$ cat config.mk
export PLATFORM = sky130hd
export DESIGN_NAME = pclk_divider
export DESIGN_NICKNAME = d
export VERILOG_FILES = /design/src/rtl/pclk_div_pkg.sv /design/src/rtl/pclk_rst_sync.sv /design/src/rtl/pclk_cfg_reg.sv /design/src/rtl/pclk_div_core.sv /design/src/rtl/pclk_divider.sv
export SDC_FILE = /design/constraint.sdc
export NUM_CORES = 1
export LEC_CHECK = 0
export BUFFER_PORTS_ARGS = -buffer_cell sky130_fd_sc_hd__buf_2
export CAP_MARGIN = 25
export CORE_MARGIN = 8
export CORE_UTILIZATION = 45
export CTS_CLUSTER_DIAMETER = 120
export DETAILED_ROUTE_END_ITERATION = 16
export PLACE_DENSITY_LB_ADDON = 0.25
export SKIP_CTS_REPAIR_TIMING = 1
export SKIP_LAST_GASP = 1
export SYNTH_ARGS = -nofsm -noshare
export SYNTH_HDL_FRONTEND = slang
export SYNTH_SLANG_ARGS = --single-unit
$ cat constraint.sdc
create_clock -name clk -period 2.4 [get_ports clk]
set_input_delay 0.24 -clock clk [delete_from_list [all_inputs] [get_ports clk]]
set_output_delay 0.24 -clock clk [all_outputs]
set_load 0.02 [all_outputs]
$ cat src/rtl/pclk_div_pkg.sv
package pclk_div_pkg;
  // Default layout of the timing configuration word
  localparam int unsigned DEF_CFG_W   = 32;
  localparam int unsigned DEF_LO_W    = 5;
  localparam int unsigned DEF_LO_LSB  = 0;
  localparam int unsigned DEF_HI_W    = 5;
  localparam int unsigned DEF_HI_LSB  = 27;
  localparam int unsigned DEF_BYP_BIT = 26;
  localparam int unsigned DEF_SYNC    = 2;
  // Fixed offset between stored code and divisor
  localparam int unsigned CODE_OFFSET = 2;
endpackage

$ cat src/rtl/pclk_rst_sync.sv
module pclk_rst_sync #(
  parameter int unsigned STAGES = 2
) (
  input  logic clk,
  input  logic rst_n,
  output logic rst_sync_n
);
  logic [STAGES-1:0] stage_q;

  generate
    for (genvar i = 0; i < STAGES; i++) begin : g_stage
      if (i == 0) begin : g_first
        always_ff @(posedge clk or negedge rst_n) begin
          if (!rst_n) stage_q[i] <= 1'b0;
          else        stage_q[i] <= 1'b1;
        end
      end else begin : g_next
        always_ff @(posedge clk or negedge rst_n) begin
          if (!rst_n) stage_q[i] <= 1'b0;
          else        stage_q[i] <= stage_q[i-1];
        end
      end
    end
  endgenerate

  assign rst_sync_n = stage_q[STAGES-1];
endmodule

$ cat src/rtl/pclk_cfg_reg.sv
module pclk_cfg_reg #(
  parameter int unsigned CFG_W   = 32,
  parameter int unsigned LO_W    = 5,
  parameter int unsigned LO_LSB  = 0,
  parameter int unsigned HI_W    = 5,
  parameter int unsigned HI_LSB  = 27,
  parameter int unsigned BYP_BIT = 26,
  localparam int unsigned CODE_W = LO_W + HI_W
) (
  input  logic              clk,
  input  logic              rst_n,
  input  logic              wr_en,
  input  logic [CFG_W-1:0]  wr_data,
  input  logic              fld_wr,
  input  logic              fld_bypass,
  input  logic [CODE_W-1:0] fld_code,
  output logic [CFG_W-1:0]  cfg_q,
  output logic              prog_byp,
  output logic [CODE_W-1:0] prog_code
);
  logic [CFG_W-1:0] cfg_d;
  logic             cfg_load;

  // Next-state: word write first, field write merged on top
  always_comb begin
    cfg_d = cfg_q;
    if (wr_en) begin
      cfg_d = wr_data;
    end
    if (fld_wr) begin
      cfg_d[LO_LSB +: LO_W] = fld_code[LO_W-1:0];
      cfg_d[HI_LSB +: HI_W] = fld_code[CODE_W-1:LO_W];
      cfg_d[BYP_BIT]        = fld_bypass;
    end
  end

  assign cfg_load = wr_en | fld_wr;

  always_ff @(posedge clk or negedge rst_n) begin
    if (!rst_n) begin
      cfg_q <= '0;
    end else if (cfg_load) begin
      cfg_q <= cfg_d;
    end
  end

  // High field joins above the low field
  assign prog_code = {cfg_q[HI_LSB +: HI_W], cfg_q[LO_LSB +: LO_W]};
  assign prog_byp  = cfg_q[BYP_BIT];
endmodule

$ cat src/rtl/pclk_div_core.sv
module pclk_div_core
  import pclk_div_pkg::*;
#(
  parameter int unsigned CODE_W = 10,
  localparam int unsigned CNT_W = CODE_W + 1,
  localparam int unsigned EFF_W = CODE_W + 1
) (
  input  logic              clk,
  input  logic              rst_n,
  input  logic              prog_byp,
  input  logic [CODE_W-1:0] prog_code,
  output logic              pix_en,
  output logic [EFF_W-1:0]  div_eff
);
  logic              act_byp_q;
  logic [CODE_W-1:0] act_code_q;
  logic [CNT_W-1:0]  cnt_q;
  logic [CNT_W-1:0]  cnt_d;
  logic [CNT_W-1:0]  cnt_last;
  logic              wrap;

  // Terminal count is divisor - 1 = code + 1
  assign cnt_last = {1'b0, act_code_q} + CNT_W'(CODE_OFFSET - 1);
  assign wrap     = act_byp_q | (cnt_q == cnt_last);

  always_comb begin
    if (wrap) cnt_d = '0;
    else      cnt_d = cnt_q + 1'b1;
  end

  always_ff @(posedge clk or negedge rst_n) begin
    if (!rst_n) cnt_q <= '0;
    else        cnt_q <= cnt_d;
  end

  // Setting adopted only at a wrap
  always_ff @(posedge clk or negedge rst_n) begin
    if (!rst_n) begin
      act_byp_q  <= 1'b0;
      act_code_q <= '0;
    end else if (wrap) begin
      act_byp_q  <= prog_byp;
      act_code_q <= prog_code;
    end
  end

  assign pix_en  = wrap;
  assign div_eff = act_byp_q ? EFF_W'(1)
                             : ({1'b0, act_code_q} + EFF_W'(CODE_OFFSET));
endmodule

$ cat src/rtl/pclk_divider.sv
module pclk_divider
  import pclk_div_pkg::*;
#(
  parameter int unsigned CFG_W   = DEF_CFG_W,
  parameter int unsigned LO_W    = DEF_LO_W,
  parameter int unsigned LO_LSB  = DEF_LO_LSB,
  parameter int unsigned HI_W    = DEF_HI_W,
  parameter int unsigned HI_LSB  = DEF_HI_LSB,
  parameter int unsigned BYP_BIT = DEF_BYP_BIT,
  parameter int unsigned SYNC    = DEF_SYNC,
  localparam int unsigned CODE_W = LO_W + HI_W,
  localparam int unsigned EFF_W  = CODE_W + 1
) (
  input  logic              clk,
  input  logic              rst_n,
  input  logic              wr_en,
  input  logic [CFG_W-1:0]  wr_data,
  input  logic              fld_wr,
  input  logic              fld_bypass,
  input  logic [CODE_W-1:0] fld_code,
  output logic [CFG_W-1:0]  rd_data,
  output logic              pix_en,
  output logic [EFF_W-1:0]  div_eff
);
  logic              rst_sync_n;
  logic              prog_byp;
  logic [CODE_W-1:0] prog_code;

  pclk_rst_sync #(.STAGES(SYNC)) u_rst (
    .clk        (clk),
    .rst_n      (rst_n),
    .rst_sync_n (rst_sync_n)
  );

  pclk_cfg_reg #(
    .CFG_W(CFG_W), .LO_W(LO_W), .LO_LSB(LO_LSB),
    .HI_W(HI_W), .HI_LSB(HI_LSB), .BYP_BIT(BYP_BIT)
  ) u_cfg (
    .clk        (clk),
    .rst_n      (rst_sync_n),
    .wr_en      (wr_en),
    .wr_data    (wr_data),
    .fld_wr     (fld_wr),
    .fld_bypass (fld_bypass),
    .fld_code   (fld_code),
    .cfg_q      (rd_data),
    .prog_byp   (prog_byp),
    .prog_code  (prog_code)
  );

  pclk_div_core #(.CODE_W(CODE_W)) u_core (
    .clk       (clk),
    .rst_n     (rst_sync_n),
    .prog_byp  (prog_byp),
    .prog_code (prog_code),
    .pix_en    (pix_en),
    .div_eff   (div_eff)
  );
endmodule

---- After elaboration in Yosys (flattened, before gate mapping) ----
Index checks and enable logic that the tools add are counted.
operators by class
  add/subtract/negate cells ............... 3
  equality and inequality tests ........... 1
  mux-type cells .......................... 5
  bitwise operators ....................... 2
  reduce and logical (&&, ||, !) cells .... 3
operators with widths
  kind                     number
  $mux W32                 1
  $mux W11                 2
  $add A10 B1 Y11 const B  1
  $add A10 B2 Y11 const B  1
  $add A11 B1 Y11 const B  1
  $eq A11 B11 Y1           1
  $mux W6                  1
  $mux W5                  1
  $reduce_and A2 Y1        2
  $or A1 B1 Y1             2
  $reduce_bool A2 Y1       1
word-level totals
  flip-flop bits (word level) ............. 56
  bits of input ports ..................... 47
  output and inout port bits .............. 44

---- Longest topological paths before layout ----
Gate-level depths: netlist of run 1.
  depth in word-level cells ............... 4
  mapped depth ............................ 10
  depth with buffers taken out ............ 7

---- Cells and area by module ----
Synthesis of run 1 repeated with hierarchy kept, for this count alone.
second synthesis, totals
  cell total of the unflattened synthesis .. 254
  area, all modules ....................... 3,056.7 sq um
by module, submodules not included
  module         instances  cells each  area an instance (sq um)  sequential area each (sq um)
  pclk_div_core  1          148         1,526.5                   550.5
  pclk_cfg_reg   1          103         1,476.4                   800.8
  pclk_rst_sync  1          3           53.8                      50.0

---- Worst setup path after synthesis of run 1 ----
No wires, ideal clock.
  kind .................................... register -> register
  start point ............................. register u_core.act_code_q[2]
  end point ............................... register u_core.act_code_q[3]
  library setup time ...................... 0.125 ns
  arrival ................................. 2.028 ns
  slack ................................... 0.247 ns
  stages on the path, launching flop included .. 10
  clock period less this slack ............ 2.153 ns
  cells stage by stage .................... dfrtp_1 > ha_1 > buf_2 > nand3_1 > o21ai_0 > nand3_1 > nor4_1 > a41o_2 > buf_12 > mux2_4
between the ends
  longest elaborated chain between the ends .. 3
ends and longest elaborated chain
  item                    RTL line             source
  start, declared         pclk_div_core.sv:16  logic [CODE_W-1:0] act_code_q;
  start signal, assigned  pclk_div_core.sv:43  act_code_q <= prog_code;
  $add A10 B1 Y11         pclk_div_core.sv:23  assign cnt_last = {1'b0, act_code_q} + CNT_W'(CODE_OFFSET - 1);
  $eq A11 B11 Y1          pclk_div_core.sv:24  assign wrap = act_byp_q | (cnt_q == cnt_last);
  $or A1 B1 Y1            pclk_div_core.sv:24
Every way passes these cells.
A chain may end at the register's enable or synchronous reset.

---- Worst setup path after layout of run 1 ----
  start point ............................. register u_core.act_code_q[1]
  end point ............................... output pix_en
between the ends
  longest elaborated chain between the ends .. 3
ends and longest elaborated chain
  item             RTL line             source
  $add A10 B1 Y11  pclk_div_core.sv:23
  $eq A11 B11 Y1   pclk_div_core.sv:24
  $or A1 B1 Y1     pclk_div_core.sv:24
  end, declared    pclk_divider.sv:22   output logic pix_en,
Every way passes these cells.

==> results.sh, run 1 <==
export IMPL_hold_viol=0
export IMPL_overflow=0
export IMPL_die_area_um2=8880
export IMPL_r2r_slack_ps=150
export IMPL_run_status="finished clean"
export IMPL_path_buf_inv=2
export IMPL_grt_pass1_vias=2111
export IMPL_grt_pass1_wl_um=10100
export IMPL_cp_slowest_cell="dfrtp_2"
export IMPL_r2r_start="u_core.act_code_q[1]"
export IMPL_yosys_warnings=0
export IMPL_register_area_um2=1410
export IMPL_wire_per_inst_um=15.5
export IMPL_endpoint_kind="primary output"
export IMPL_area_growth_syn_to_layout_pct=27.5
export IMPL_crit_required_ps=2160
export IMPL_syn_inst=241
export IMPL_final_antenna_net_count=0
export IMPL_netlist_area_um2=2750
export IMPL_grt_max_degree=33
export IMPL_crit_type="flop to primary output"
export IMPL_critPathTopFamily="simple AND/OR/NAND/NOR gates"
export IMPL_critPathLaunch="u_core.act_code_q[1]"
export IMPL_crit_path_cell_trace="ha_4, nand3_2, or3_1, nand3_1, nor4_1, a41o_2, buf_12, buf_4"
export IMPL_die_h_um=94.2
export IMPL_htreeDepth=2
export IMPL_portBuffers=90
export IMPL_setup_violations=0
export IMPL_max_freq_ghz=0.429
export IMPL_worstPathArrival_ps=2090
export IMPL_p_leak_nw=1.66
export IMPL_min_period_ps=2330
export IMPL_critical_path_depth=8
export IMPL_pre_cts_ws_ps=73.4
export IMPL_synth_seq_cells=56
export IMPL_drc=0
export IMPL_start_util_pct=46.5
export IMPL_numCtsBuffers=5
export IMPL_chipWidth_um=94.2
export IMPL_gp_congestion=0.906
export IMPL_design_core_area_um2=5920
export IMPL_maxCapViolCount=0
export IMPL_tightest_slew_ps=792
export IMPL_grt_antenna_before_repair=0
export IMPL_r2r_cells=9
export IMPL_place_inst=396
export IMPL_clockRootBuffer="clkbuf_8"
export IMPL_instances_no_fill=417
export IMPL_clk_path_buf_depth=2
export IMPL_worst_clock_skew_ps=6.23
export IMPL_vias=2113
export IMPL_drt_total_wl_um=6480
export IMPL_drt_pass1_iter_count=4
export IMPL_synth_area_per_cell_um2=11.4
export IMPL_slew_violations=0
export IMPL_drtIter0Drc=105
export IMPL_hold_path_class="input pin to flop"
export IMPL_drive_gt1_share_pct=47.7
export IMPL_ios=91
export IMPL_clk_pin_slew_ps=100
export IMPL_num_fill_cells=509
export IMPL_min_from="fld_code[3]"
export IMPL_multi_input_area_um2=1280
export IMPL_final_nets=391
export IMPL_powerDensity_nw_per_um2=992
export IMPL_cts_sinks=56
export IMPL_path_max_fanout=6
export IMPL_syn_nets=291
export IMPL_antenna_cells=0
export IMPL_cts_tree="built"
export IMPL_setup_ws_ps=70.7
export IMPL_place_hpwl_um=4890
export IMPL_vdd_ir_drop_worst_uv=591
export IMPL_cpPeakStageDelay_ps=440
export IMPL_yosysSeqAreaShare_pct=50.9
export IMPL_r2r_end="u_core.act_code_q[1]"
export IMPL_cp_start_kind="flop"
export IMPL_rows=28
export IMPL_yosys_cell_types_count=37
export IMPL_relSlewSlack_pct=47.2
export IMPL_vias_per_cell=5.07
export IMPL_crit_path_end="pix_en"
export IMPL_grt_total_usage_pct=14.2
export IMPL_finalCritPeriodShare_pct=97.1
export IMPL_clk_insertion_delay_late_ps=300
-- state kept, by name (all words and copies together), names as in the netlist --
register,count
u_cfg.cfg_q,32
u_core.cnt_q,11
u_rst.stage_q,1
u_rst.rst_sync_n,1
u_core.act_code_q,10
u_core.act_byp_q,1
-- logic make-up (layout without fill, tap and decap cells) --
group | Yosys count | count (layout) | synth area share (%)
compound gates | 24 | 24 | 4.82
xor+xnor | 28 | 28 | 8.91
fa+ha+maj | 3 | 3 | 1.36
buf+inv | 19 | 120 | 4.09
flops | 56 | 56 | 50.9
mux | 42 | 42 | 17.5
other cells | 1 | 1 | 0.136
simple gates | 68 | 68 | 12.3
-- cell type report --
type / instances / area share, %
clock buffers: 5 / 1.96
flip-flops and latches: 56 / 40.1
inverters: 4 / 0.428
well taps: 75 / 2.67
multi-input cells: 166 / 36.4
clock inverters: 3 / 0.642
repair buffers: 108 / 17.8
-- where the power goes --
group / switching, W / leakage [nW] / internal, W
combinational: 0.000744 / 0.939 / 0.000745
sequential: 0.000326 / 0.670 / 0.00115
clock: 0.000306 / 0.0485 / 0.000210
total: 0.00138 / 1.66 / 0.00211
-- per-layer routing --
layer | vias to the layer above | global-route usage, % | share of wire (%) | wire, um
li1 | 1018 | - | - | -
met1 | 1024 | 18.3 | 44 | 2820
met2 | 67 | 20.8 | 47 | 3060
met4 | 0 | 4.49 | 0.91 | 59
met5 | - | 0 | 0 | 0
met3 | 4 | 5.92 | 8.3 | 540
-- worst min-delay path, stage by stage --
cell     delay, ps
buf_2           70
nand2_1         30
o21ai_0         60
-- how the worst min path moves through the flow --
stage,end,slack [ps],cells after the start
after CTS,u_rst.stage_q[0],-310,1
after detailed placement,u_rst.stage_q[0],30,1
final,u_cfg.cfg_q[3],130,3
after global routing,u_cfg.cfg_q[3],120,3
after floorplan,u_rst.rst_sync_n,-60,0
after global placement,u_rst.stage_q[0],30,1
-- cell usage in the layout (no fill, tap or decap), types with 2 or more instances in the layout --
cell / n
xnor2_1: 19
buf_4: 15
mux2i_1: 11
dfrtp_1: 50
mux2_4: 6
clkbuf_8: 5
inv_1: 4
and3_1: 2
nand2_1: 16
dfrtp_2: 6
nor2_1: 18
buf_2: 89
nand3_1: 11
ha_4: 2
mux2_2: 25
or3_1: 5
o21ai_0: 16
xor2_1: 9
nand3_2: 3
nor4_1: 2
a21oi_1: 4
-- synthesized netlist by cell type --
cell | number | area [um2]
buf_2 | 2 | 10.0
xor2_1 | 9 | 78.8
o31ai_1 | 1 | 7.51
nor4_1 | 2 | 12.5
nand2b_1 | 1 | 6.26
o21ai_0 | 17 | 85.1
nand3_1 | 13 | 65.1
nor2b_1 | 1 | 6.26
and2_1 | 1 | 6.26
conb_1 | 1 | 3.75
a41o_2 | 1 | 11.3
clkbuf_1 | 7 | 26.3
dfrtp_1 | 56 | 1400
nand3_2 | 1 | 10.0
and3_1 | 2 | 12.5
nor3_1 | 1 | 5.00
buf_6 | 2 | 22.5
buf_4 | 2 | 15.0
or2_2 | 1 | 6.26
o221ai_1 | 1 | 8.76
buf_12 | 1 | 20.0
mux2_2 | 25 | 282
nand4_2 | 1 | 12.5
or3_1 | 5 | 31.3
nand2_1 | 16 | 60.1
xnor2_1 | 19 | 166
buf_1 | 1 | 3.75
ha_1 | 3 | 37.5
nand4_1 | 1 | 6.26
nand2_2 | 1 | 6.26
inv_1 | 4 | 15.0
nor4_2 | 1 | 12.5
a21oi_1 | 4 | 20.0
nor2_1 | 19 | 71.3
nor3b_1 | 1 | 7.51
mux2i_1 | 11 | 110
mux2_4 | 6 | 90.1
-- stage by stage --
| stage | hold slack, ps | area [um2] | power (W) | util (%) | TNS, ps |
|---|---|---|---|---|---|
| final | 131 | 3510 | 0.00348 | 59.3 | 0 |
| after global placement | 25.8 | 3250 | 0.00279 | 54.9 | 0 |
| after CTS | -310 | 3340 | 0.00334 | 56.4 | -228 |
| after detailed placement | 26.3 | 3250 | 0.00282 | 54.9 | 0 |
| after global routing | 119 | 3510 | 0.00371 | 59.3 | -20.3 |
| after floorplan | -55.6 | 2750 | 0.00242 | - | 0 |
No activity file was read; power rests on OpenSTA's default activity.
==> run 2: changes to the inputs <==
SYNTH_HIERARCHICAL = 1   (was not set)
==> run 2 against run 1 <==
Against the previous run:
- sequential power down 4%
- design area up 3.9%
- power up 6.1%
- hold slack better by 13 ps
- synthesized cell count up 5.4%
- clock skew down 1.0 ps
- clock-buffer cell count up 1
- via count up 1.2%
- critical endpoint unchanged
- highest routed layer unchanged
==> results.sh, run 2 <==
export IMPL_syn_inst=254
export IMPL_synth_top_family_by_area="multiplexers"
export IMPL_chipWidth_um=98.4
export IMPL_rsz0062_at_grt="yes"
export IMPL_synth_compound_area_share_pct=5.28
export IMPL_setup_violations=0
export IMPL_ys_top_cells_by_area="dfrtp_1 46%, mux2_4 12%, xnor2_1 4.6%, mux2i_1 3.6%, buf_4 3.4%"
export IMPL_p_leak_nw=1.82
export IMPL_run_status="finished clean"
export IMPL_crit_path_end="pix_en"
export IMPL_r2r_start="u_core/act_code_q[2]"
export IMPL_synthAdderAreaFrac_pct=1.64
export IMPL_final_nets=397
export IMPL_netlist_area_um2=3060
export IMPL_synth_area_per_cell_um2=12.0
export IMPL_synthMuxAreaShare_pct=18.1
export IMPL_largest_reg_flops=32
export IMPL_die_h_um=98.4
export IMPL_grt_total_usage_pct=13.8
export IMPL_crit_type="flop to primary output"
export IMPL_yosysMostFrequentCell="dfrtp_1"
export IMPL_drc=0
export IMPL_cp_start_kind="flop"
export IMPL_ios=91
export IMPL_rows=30
export IMPL_htreeDepth=2
export IMPL_area_growth_syn_to_layout_pct=19.2
export IMPL_yosysSeqAreaShare_pct=45.8
export IMPL_design_core_area_um2=6680
export IMPL_netlist_area_leader_share_pct=45.8
export IMPL_synth_flop_cell="dfrtp_1"
export IMPL_place_hpwl_um=5050
export IMPL_clockRootBuffer="clkbuf_8"
export IMPL_synth_top_cells_by_count="56 x dfrtp_1, 25 x mux2_4, 23 x nor2_1, 17 x nand2_1, 16 x xnor2_1"
export IMPL_clk_insertion_delay_late_ps=300
export IMPL_overflow=0
export IMPL_layout_commonest_cell="buf_2"
export IMPL_cts_tree="built"
export IMPL_portBuffers=90
export IMPL_min_period_ps=2400
export IMPL_yosys_warnings=6
export IMPL_vdd_ir_drop_worst_uv=407
export IMPL_multi_input_area_um2=1400
export IMPL_die_area_um2=9690
export IMPL_instances_no_fill=427
export IMPL_crit_required_ps=2160
export IMPL_grt_max_degree=32
export IMPL_top_register="u_cfg/cfg_q"
export IMPL_critPathLaunch="u_core/act_code_q[2]"
export IMPL_r2r_slack_ps=60
export IMPL_drive_gt1_share_pct=45.2
export IMPL_final_antenna_net_count=0
export IMPL_powerDensity_nw_per_um2=1010
export IMPL_slew_violations=0
export IMPL_async_flop_share_pct=100
export IMPL_drt_pass1_iter_count=4
export IMPL_holdWs_ps=144
export IMPL_num_fill_cells=590
export IMPL_max_freq_ghz=0.417
export IMPL_synth_edf_count=0
export IMPL_vias_per_cell=5.01
export IMPL_hold_viol=0
export IMPL_grt_pass1_wl_um=11200
export IMPL_tightest_slew_ps=653
export IMPL_cts_sinks=56
export IMPL_drt_total_wl_um=6480
export IMPL_relSlewSlack_pct=56.5
export IMPL_antenna_cells=0
export IMPL_clk_path_buf_depth=2
export IMPL_synth_simple_area_share_pct=11.8
export IMPL_r2r_end="u_core/act_code_q[0]"
export IMPL_synth_xor_area_share_pct=8.80
export IMPL_pre_cts_ws_ps=118
export IMPL_wire_per_inst_um=15.2
export IMPL_register_area_um2=1400
export IMPL_reg_largest_list="u_cfg/cfg_q (32), u_core/cnt_q (11), u_core/act_code_q (10)"
export IMPL_gp_congestion=0.796
export IMPL_synth_seq_cells=56
export IMPL_syn_nets=305
export IMPL_grt_pass1_vias=2382
export IMPL_setup_ws_ps=1.97
export IMPL_worstPathArrival_ps=2160
export IMPL_drtIter0Drc=40
export IMPL_worst_clock_skew_ps=5.23
export IMPL_place_inst=415
export IMPL_hold_path_class="input pin to flop"
export IMPL_numCtsBuffers=5
export IMPL_endpoint_kind="primary output"
export IMPL_clk_pin_slew_ps=100
export IMPL_maxCapViolCount=0
export IMPL_synth_area_leader_cell="dfrtp_1"
export IMPL_r2r_cells=7
export IMPL_start_util_pct=45.7
export IMPL_yosys_cell_types_count=39
export IMPL_path_max_fanout=5
export IMPL_tns_ps=0
export IMPL_finalCritPeriodShare_pct=99.9
export IMPL_grt_antenna_before_repair=0
export IMPL_final_cell_mix="90 x buf_2, 55 x dfrtp_1, 25 x mux2_4"
export IMPL_vias=2138
run 2: critical path: stages (launching register included):
cell and delay, ps:
dfrtp_1 430, ha_1 190, nand4_1 140, or4bb_1 510, o211ai_2 170, a41o_4 250, buf_2 170
run 2: area by class of cell:
cell class              instances  share of cell area [%]
repair buffers                113                    17.2
inverters                       2                   0.206
clock inverters                 2                    1.06
clock buffers                   6                    1.99
well taps                      80                    2.75
flip-flops and latches         56                    38.5
multi-input cells             168                    38.3
run 2: worst min-delay path by stage:
stage	startpoint	to	cells past startpoint
floorplan	rst_n	u_rst/rst_sync_n	0
global placement	rst_n	u_rst/stage_q[0]	1
detailed placement	rst_n	u_rst/stage_q[0]	1
CTS	rst_n	u_rst/rst_sync_n	1
global route	wr_data[14]	u_cfg/cfg_q[14]	2
finish	fld_code[4]	u_cfg/cfg_q[4]	3
run 2: logic make-up after synthesis:
kind of cell / count (synthesis)
XOR/XNOR: 29
buffers and inverters: 30
flip-flops: 56
adder cells (fa/ha/maj): 4
multiplexers: 42
other: 1
AO/OA/AOI/OAI: 21
AND/OR/NAND/NOR: 71
run 2: routing by layer:
metal | vias to the layer above | part of all wire, % | track usage [%] | wire, um
li1 | 1037 | - | - | -
met5 | - | 0 | 0 | 0
met1 | 1021 | 48 | 18.1 | 3090
met2 | 73 | 45 | 21.6 | 2890
met3 | 7 | 6.5 | 4.30 | 424
met4 | 0 | 1.1 | 3.54 | 71
run 2: power by group:
group	total (W)	internal, W	switching (W)
clock	0.000616	0.000316	0.000300
combinational	0.00166	0.000834	0.000824
sequential	0.00142	0.00114	0.000279
run 2: through the flow:
step,utilization (%),total power (W),cell area (um2)
after global placement,52.4,0.00306,3500
final,54.6,0.00370,3640
after global routing,54.6,0.00396,3640
after detailed placement,52.4,0.00308,3500
after CTS,54.1,0.00371,3610
after floorplan,-,0.00260,3060
==> run 3: changes to the inputs <==
--- a/config.mk
+++ b/config.mk
@@ -7,3 +7,3 @@
 export LEC_CHECK = 0
-export BUFFER_PORTS_ARGS = -buffer_cell sky130_fd_sc_hd__buf_2
+export BUFFER_PORTS_ARGS = -buffer_cell sky130_fd_sc_hd__buf_4
 export CAP_MARGIN = 25
@@ -13,3 +13,3 @@
 export DETAILED_ROUTE_END_ITERATION = 16
-export PLACE_DENSITY_LB_ADDON = 0.25
+export PLACE_DENSITY = 0.68
 export SKIP_CTS_REPAIR_TIMING = 1
--- a/constraint.sdc
+++ b/constraint.sdc
@@ -3,2 +3,2 @@
 set_output_delay 0.24 -clock clk [all_outputs]
-set_load 0.02 [all_outputs]
+set_load 0.05 [all_outputs]
==> run 3 against run 2 <==
Against the previous run:
- the run now ends with setup timing left
- combinational power increased by 32%
- sequential share of layout area is 2.5 points lower
- fmax down 0.47%
- design area increased by 7.0%
- setup slack lost 11 ps
- utilization grew 3.8 points
- critical path depth unchanged
- power up 18%
- critical path type unchanged
- critical endpoint unchanged
==> results.sh, run 3 (synthesis results as in run 2) <==
export IMPL_htreeDepth=2
export IMPL_rows=30
export IMPL_vias=2154
export IMPL_vdd_ir_drop_worst_uv=424
export IMPL_post_dp_cell_area_um2=3690
export IMPL_drt_total_wl_um=6790
export IMPL_relSlewSlack_pct=54.4
export IMPL_cpPeakStageDelay_ps=520
export IMPL_crit_required_ps=2160
export IMPL_overflow=0
export IMPL_start_util_pct=45.7
export IMPL_largest_reg_flops=32
export IMPL_chipWidth_um=98.4
export IMPL_maxCapViolCount=0
export IMPL_antenna_cells=0
export IMPL_cts_sinks=56
export IMPL_clk_insertion_delay_late_ps=310
export IMPL_die_area_um2=9690
export IMPL_max_freq_ghz=0.415
export IMPL_grt_max_degree=55
export IMPL_place_hpwl_um=5110
export IMPL_fin_area_um2=3900
export IMPL_die_h_um=98.4
export IMPL_min_period_ps=2410
export IMPL_portBuffers=90
export IMPL_powerDensity_nw_per_um2=1120
export IMPL_met2_usage_pct=21.2
export IMPL_endpoint_kind="primary output"
export IMPL_final_nets=395
export IMPL_slew_violations=0
export IMPL_run_status="complete, but fails checks"
export IMPL_rsz0062_at_grt="yes"
export IMPL_p_leak_nw=1.89
export IMPL_top_register="u_cfg/cfg_q"
export IMPL_setup_violations=1
export IMPL_hold_viol=0
export IMPL_drtIter0Drc=80
export IMPL_worst_clock_skew_ps=10.3
export IMPL_grt_pass1_wl_um=11400
export IMPL_clk_pin_slew_ps=110
export IMPL_grt_pass1_vias=2316
export IMPL_cp_start_kind="flop"
export IMPL_final_antenna_net_count=0
export IMPL_clk_path_buf_depth=2
export IMPL_grt_antenna_before_repair=0
export IMPL_hold_path_class="input pin to flop"
export IMPL_design_core_area_um2=6680
export IMPL_vias_per_cell=5.07
export IMPL_worstPathArrival_ps=2170
export IMPL_clockRootBuffer="clkbuf_8"
export IMPL_layout_commonest_cell="buf_4"
export IMPL_numCtsBuffers=5
export IMPL_crit_type="flop to primary output"
export IMPL_final_cell_mix="109 x buf_4, 53 x dfrtp_1, 25 x mux2_4"
export IMPL_drc=0
export IMPL_grt_total_usage_pct=14.3
export IMPL_tightest_slew_ps=683
export IMPL_drive_gt1_share_pct=46.7
export IMPL_setup_ws_ps=-9.28
export IMPL_path_max_fanout=5
export IMPL_cp_slowest_cell="or4bb_1"
export IMPL_reg_largest_list="u_cfg/cfg_q (32), u_core/cnt_q (11), u_core/act_code_q (10)"
export IMPL_finalCritPeriodShare_pct=100
export IMPL_area_growth_syn_to_layout_pct=27.6
export IMPL_wire_per_inst_um=16.0
export IMPL_gp_congestion=0.862
export IMPL_met1_usage_pct=18.4
export IMPL_cts_tree="built"
export IMPL_holdWs_ps=132
export IMPL_ios=91
export IMPL_crit_path_cell_trace="ha_2, nand4_1, or4bb_1, o211ai_2, a41o_4, buf_6"
export IMPL_busiest_layer="met2"
export IMPL_drt_pass1_iter_count=4
export IMPL_failed_checks="setup timing"
export IMPL_gr_usage_met3_pct=6.27
-- run 3: worst paths after layout --
path,cells past startpoint,endpoint,from,slack [ps]
setup / recovery,6,pix_en,u_core/act_code_q[1],-9
hold / removal,3,u_cfg/cfg_q[0],fld_code[0],130
setup reg to reg,7,u_core/act_code_q[2],u_core/act_code_q[1],20
hold reg to reg,0,u_rst/rst_sync_n,u_rst/stage_q[0],370
max in group asynchronous,1,u_core/act_code_q[1],u_rst/rst_sync_n,1510
min in group asynchronous,2,u_rst/stage_q[0],rst_n,240
-- run 3: critical path: cells and delay by family (launching register included) --
family          cells  cell delay [ps]
simple gates        2              660
buf+inv             1              160
flops               1              410
fa+ha+maj           1              190
compound gates      2              430
-- run 3: where the power goes --
group / total (W) / internal [W] / leakage (nW) / switching (W)
logic: 0.00219 / 0.000962 / 1.15 / 0.00123
registers: 0.00143 / 0.00115 / 0.674 / 0.000279
clock network: 0.000734 / 0.000420 / 0.0687 / 0.000314
-- run 3: stage by stage --
step / util, % / setup TNS [ps] / setup WS [ps] / std cells / total power (W)
2_1_floorplan: - / 0 / 101 / 254 / 0.00298
3_3_place_gp: 55.2 / 0 / 78.1 / 410 / 0.00355
5_1_grt: 58.4 / -788 / -127 / 425 / 0.00461
3_5_place_dp: 55.2 / 0 / 31.1 / 410 / 0.00358
6_report: 58.4 / -9.28 / -9.28 / 425 / 0.00435
4_1_cts: 57.3 / -320 / -320 / 418 / 0.00433
-- run 3: final cells by class --
class / count / area (um2)
fill: 565 / 2780
inverter: 2 / 7.51
clock buffer: 5 / 68.8
sequential: 56 / 1410
clock inverter: 3 / 68.8
tap: 80 / 100
multi-input combinational: 168 / 1410
timing repair buffer: 111 / 840
-- run 3: routing by layer --
layer,vias up,routed length [um]
li1,1039,-
met1,1019,3090
met3,9,627
met5,-,0
met4,0,97
met2,87,2980
